**src/rtl/piso_pkg.sv**
```systemverilog
package piso_pkg;
    localparam int SYNC_DEPTH = 2;

    typedef struct packed {
        logic load_n;
        logic sclk;
        logic sinh;
        logic sdin;
    } piso_ctrl_t;

    localparam int CTRL_W = $bits(piso_ctrl_t);

    function automatic logic [63:0] shift_toward_out(input logic [63:0] cur, input logic din);
        return {cur[62:0], din};
    endfunction
endpackage

```
**src/rtl/piso_sync.sv**
```systemverilog
module piso_sync #(
    parameter int W     = 1,
    parameter int DEPTH = 2
) (
    input  logic         clk,
    input  logic         rst,
    input  logic [W-1:0] din,
    output logic [W-1:0] dout
);
    logic [W-1:0] chain [DEPTH];

    genvar g;
    generate
        for (g = 0; g < DEPTH; g++) begin : g_flop
            always_ff @(posedge clk) begin
                if (rst) begin
                    chain[g] <= '0;
                end else begin
                    chain[g] <= (g == 0) ? din : chain[(g == 0) ? 0 : g-1];
                end
            end
        end
    endgenerate

    assign dout = chain[DEPTH-1];
endmodule

```
**src/rtl/piso_edge_detect.sv**
```systemverilog
module piso_edge_detect (
    input  logic clk,
    input  logic rst,
    input  logic clk_s,
    input  logic inh_s,
    output logic rise
);
    logic eff;
    logic eff_prev;

    assign eff  = clk_s | inh_s;
    assign rise = eff & ~eff_prev;

    // The history always tracks the current OR value, also while a load is
    // active, so a combined clock that rose under load leaves no edge behind.
    always_ff @(posedge clk) begin
        if (rst) eff_prev <= 1'b0;
        else     eff_prev <= eff;
    end


    single_rise_chk: assert property (@(posedge clk) disable iff (rst)
        rise |=> !rise);
endmodule

```
**src/rtl/piso_stage_chain.sv**
```systemverilog
module piso_stage_chain #(
    parameter int WIDTH = 8
) (
    input  logic             clk,
    input  logic             rst,
    input  logic             load_act,
    input  logic             rise,
    input  logic             sdin,
    input  logic [WIDTH-1:0] pdata,
    output logic [WIDTH-1:0] stages
);
    import piso_pkg::*;

    logic [63:0] shifted;
    always_comb shifted = shift_toward_out(64'(stages), sdin);

    always_ff @(posedge clk) begin
        if (rst)           stages <= '0;
        else if (load_act) stages <= pdata;
        else if (rise)     stages <= shifted[WIDTH-1:0];
    end


    reset_clear_chk: assert property (@(posedge clk)
        rst |=> stages == '0);

    load_copy_chk: assert property (@(posedge clk) disable iff (rst)
        load_act |=> stages == $past(pdata));

    shift_step_chk: assert property (@(posedge clk) disable iff (rst)
        (!load_act && rise) |=> stages == {$past(stages[WIDTH-2:0]), $past(sdin)});

    hold_chk: assert property (@(posedge clk) disable iff (rst)
        (!load_act && !rise) |=> $stable(stages));
endmodule

```
**src/rtl/piso_gated_shreg.sv**
```systemverilog
module piso_gated_shreg #(
    parameter int WIDTH = 8
) (
    input  logic             clk,
    input  logic             rst,
    input  logic             load_n,
    input  logic             sclk,
    input  logic             sinh,
    input  logic             sdin,
    input  logic [WIDTH-1:0] pdata,
    output logic             q_last,
    output logic             q_last_n,
    output logic [WIDTH-1:0] stage_q
);
    import piso_pkg::*;

    localparam int SYNC_W = CTRL_W + WIDTH;

    piso_ctrl_t       ctrl_raw, ctrl_s;
    logic [WIDTH-1:0] pdata_s;
    logic [SYNC_W-1:0] sync_out;
    logic             rise;
    logic [WIDTH-1:0] stages;

    always_comb begin
        ctrl_raw.load_n = load_n;
        ctrl_raw.sclk   = sclk;
        ctrl_raw.sinh   = sinh;
        ctrl_raw.sdin   = sdin;
    end

    piso_sync #(.W(SYNC_W), .DEPTH(SYNC_DEPTH)) u_sync (
        .clk  (clk),
        .rst  (rst),
        .din  ({ctrl_raw, pdata}),
        .dout (sync_out)
    );

    assign ctrl_s  = piso_ctrl_t'(sync_out[SYNC_W-1:WIDTH]);
    assign pdata_s = sync_out[WIDTH-1:0];

    piso_edge_detect u_edge (
        .clk   (clk),
        .rst   (rst),
        .clk_s (ctrl_s.sclk),
        .inh_s (ctrl_s.sinh),
        .rise  (rise)
    );

    piso_stage_chain #(.WIDTH(WIDTH)) u_chain (
        .clk      (clk),
        .rst      (rst),
        .load_act (~ctrl_s.load_n),
        .rise     (rise),
        .sdin     (ctrl_s.sdin),
        .pdata    (pdata_s),
        .stages   (stages)
    );

    assign stage_q  = stages;
    assign q_last   = stages[WIDTH-1];
    assign q_last_n = ~stages[WIDTH-1];


    no_stale_shift_chk: assert property (@(posedge clk) disable iff (rst)
        ($rose(ctrl_s.load_n) && $past(ctrl_s.sclk | ctrl_s.sinh)) |-> !rise);
endmodule

```
**config.mk**
```make
export PLATFORM = sky130hd
export DESIGN_NAME = piso_gated_shreg
export DESIGN_NICKNAME = d
export VERILOG_FILES = /design/src/rtl/piso_pkg.sv /design/src/rtl/piso_sync.sv /design/src/rtl/piso_edge_detect.sv /design/src/rtl/piso_stage_chain.sv /design/src/rtl/piso_gated_shreg.sv
export SDC_FILE = /design/constraint.sdc
export NUM_CORES = 1
export LEC_CHECK = 0
export ABC_AREA = 1
export BUFFER_PORTS_ARGS = -buffer_cell sky130_fd_sc_hd__buf_2
export CAP_MARGIN = 15
export CORE_MARGIN = 2
export CORE_UTILIZATION = 35
export DETAILED_ROUTE_END_ITERATION = 16
export PLACE_DENSITY = 0.64
export RECOVER_POWER = 100
export SKIP_CTS_REPAIR_TIMING = 1
export SLEW_MARGIN = 5
export SYNTH_ARGS = -nofsm -noshare
export SYNTH_HDL_FRONTEND = slang
export SYNTH_SLANG_ARGS = --single-unit
```
**constraint.sdc**
```tcl
create_clock -name clk -period 1.7 [get_ports clk]
set_clock_uncertainty 0.1 [all_clocks]
set_input_delay 0.255 -clock clk [delete_from_list [all_inputs] [get_ports clk]]
set_output_delay 0.255 -clock clk [all_outputs]
set_load 0.1 [all_outputs]
```
==> results by group <==
Layout
  • Fill cells: 355
  • Layout cells sized above 1: 21.47%
  • Area delta synth->final: 17.34%
  • Ant diodes: 0
  • Footprint of the multi-input gates: 322.8 µm²
  • Design Area, Final: 0.001380 mm²
  • FF/Latch Area: 664.4 µm²
  • Nets: 190

Global route
  • Overflow after GRT: 0
  • Busiest grt layer: met2
  • Largest net degree at the start of global routing: 21
  • Global-route wire length before repair: between 2000 and 3000 µm
  • Initial antenna violation count: 0
  • GRT Util Overall: 9.889%
  • GRT met3 Usage: 4.969%
  • Met2 GRT Util: 13.99%
  • Met1 usage: 11.00%
  • Vias in the first global route: 638

STA
  • Final Hold Slack: approximately 25 ps
  • Worst-Margin Slew: 860.0 ps
  • RSZ-0062 raised after global routing: false
  • Maximum clock rate: 645.3 MHz
  • Setup TNS: 0 ps
  • Min Tclk post-route: 1550 ps
  • Fin crit share: 91.16%
  • Final hold vios: 0
  • Setup violations, final: 0
  • Relative slew slack: 42.67%
  • Max Slew Vio Count: 0

Yosys
  • Post-synth cell types: 15
  • Yosys top cell by area: dfxtp_1
  • Synth area leaders: dfxtp_1 56%, nor2_1 13%, inv_1 10%, nand2_1 7.3%, o21a_1 4.5%
  • Synth Cell Area: 0.001176 mm²
  • Sequential fraction of the synthesis area: 56.17%
  • Synth top area share: between 50 and 60%
  • Gate count of the mapped netlist: 151
  • Syn Nets: ~170
  • Seq cells post-synth: 33
  • Syn Area/Cell: 7.789 µm²
  • Synth warn: 0

Clock tree
  • Sink Count: 33
  • Worst-Skew Late Latency: about 320 ps
  • Clock Tree Buf Depth: 2
  • H-tree depth: 2
  • Clk root buf: clkbuf_4
  • CTS tree: built
  • Clk slew on worst S/H paths: about 100 ps
  • CTS Buf Count: 5

Place
  • Dpl cell area: between 0.001 and 0.0015 mm²
  • GP Congestion: 0.7880
  • Post-DP HPWL: around 1100 µm
  • Port buffer count: 23

Route
  • 1st-iter DRT viols: 44
  • Post-route DRC: 0
  • WL final: 1548 µm
  • DRT Pass-1 Iters: 3
  • Vias: 829
  • DR vias/cell: 3.717
  • Final ANT Viol Nets: 0
  • Routed length per instance: 6.942 µm

Setup path
  • Setup CP Type: register to primary output
  • Worst-path maximum fanout: 3
  • Endpoint type of the worst setup path: primary output
  • Data required time at the worst endpoint: between 1000 and 1500 ps
  • Crit path launch type: register
  • CP Data Arrival Time: 1190 ps

Floorplan
  • Die Span Y: 61.97 µm
  • Die X: 61.97 µm
  • Rows: 21
  • CORE AREA: 0.003284 mm²
  • DIE AREA: about 0.0038 mm²
  • Initial core utilization: around 36%
  • I/O pin count: 24

Power and ir drop
  • Total power draw: 1497 µW
  • Leak pwr: 0.0007089 µW
  • Pwr Density: 1085 mW/mm²
  • Peak VDD IR: 0.3555 mV

Hold path
  • Hold Crit Class: primary input to register

Run
  • Max_cap viols: 0

Outcome
  • Run status: complete, no violations
power by group:
| part | switching (µW) | total, µW | internal [µW] |
|---|---|---|---|
| Clock | 245 | 484 | 239 |
| Sequential | 19.0 | 828 | 809 |
| Combinational | 139 | 185 | 46.1 |
cells in the mapped netlist (all sizes together):
master  number
a21oi        1
buf          7
clkinv       1
dfxtp       33
inv         34
nand2       24
nand3        1
nor2        41
o21a         7
o21ai        2
path summary, 6_finish.rpt:
check / startpoint / end / slack [ps] / cells past startpoint
hold reg to reg: u_sync.chain[0][11]$_SDFF_PP0_ / u_sync.chain[1][11]$_SDFF_PP0_ / 300 / 2
setup / recovery: u_chain.stages[7]$_SDFFE_PP0P_ / q_last_n / 150 / 2
hold / removal: sclk / u_sync.chain[0][10]$_SDFF_PP0_ / 30 / 3
setup reg to reg: u_sync.chain[1][11]$_SDFF_PP0_ / u_chain.stages[6]$_SDFFE_PP0P_ / 370 / 3
metal layers:
metal,part of all wire (%),vias up
met5,0,-
met4,4.2,0
met3,5.9,7
met2,38,21
met1,51,323
li1,-,478
flip-flops by register name, indices dropped and copies added (netlist names):
register,cells
u_chain.stages,8
u_sync.chain,24
u_edge.eff_prev,1
kinds of logic (layout without fill, tap and decap cells):
logic type             Yosys count  in the layout  synth area share (%)
AND/OR/NAND/NOR                 66             66                 21.38
AO/OA/AOI/OAI                   10             10                 6.063
flip-flops                      33             33                 56.17
buffers and inverters           42             68                 16.38
final cells by class:
type	instances	area share (%)
Sequential cell	33	48.14
Multi-Input combinational cell	76	23.39
Inverter	35	10.15
Timing Repair Buffer	25	9.066
Clock buffer	7	4.714
Tap cell	46	4.170
Clock inverter	1	0.3626
critical path, stage by stage (launching register included):
cell and delay, ps:
dfxtp_4 360, clkinvlp_4 60, clkbuf_2 440
cell usage in the layout, fill, tap and decap left out, types with 2 or more instances in the layout:
cell type	n
inv_1	31
o21a_1	7
clkbuf_8	2
clkbuf_2	10
nor2_1	41
clkbuf_1	2
inv_2	2
nand2_1	23
buf_2	12
clkbuf_4	6
dfxtp_1	32
per-stage QoR:
step                util [%]  worst slack (ps)  std cells
finish                 42.02             150.2        223
global placement       40.04             422.2        215
global route           42.02             84.50        223
detailed placement     40.04             366.8        215
CTS                    42.17             156.9        223
floorplan                  -             140.6        151
Power figures use the tool's default switching activity.
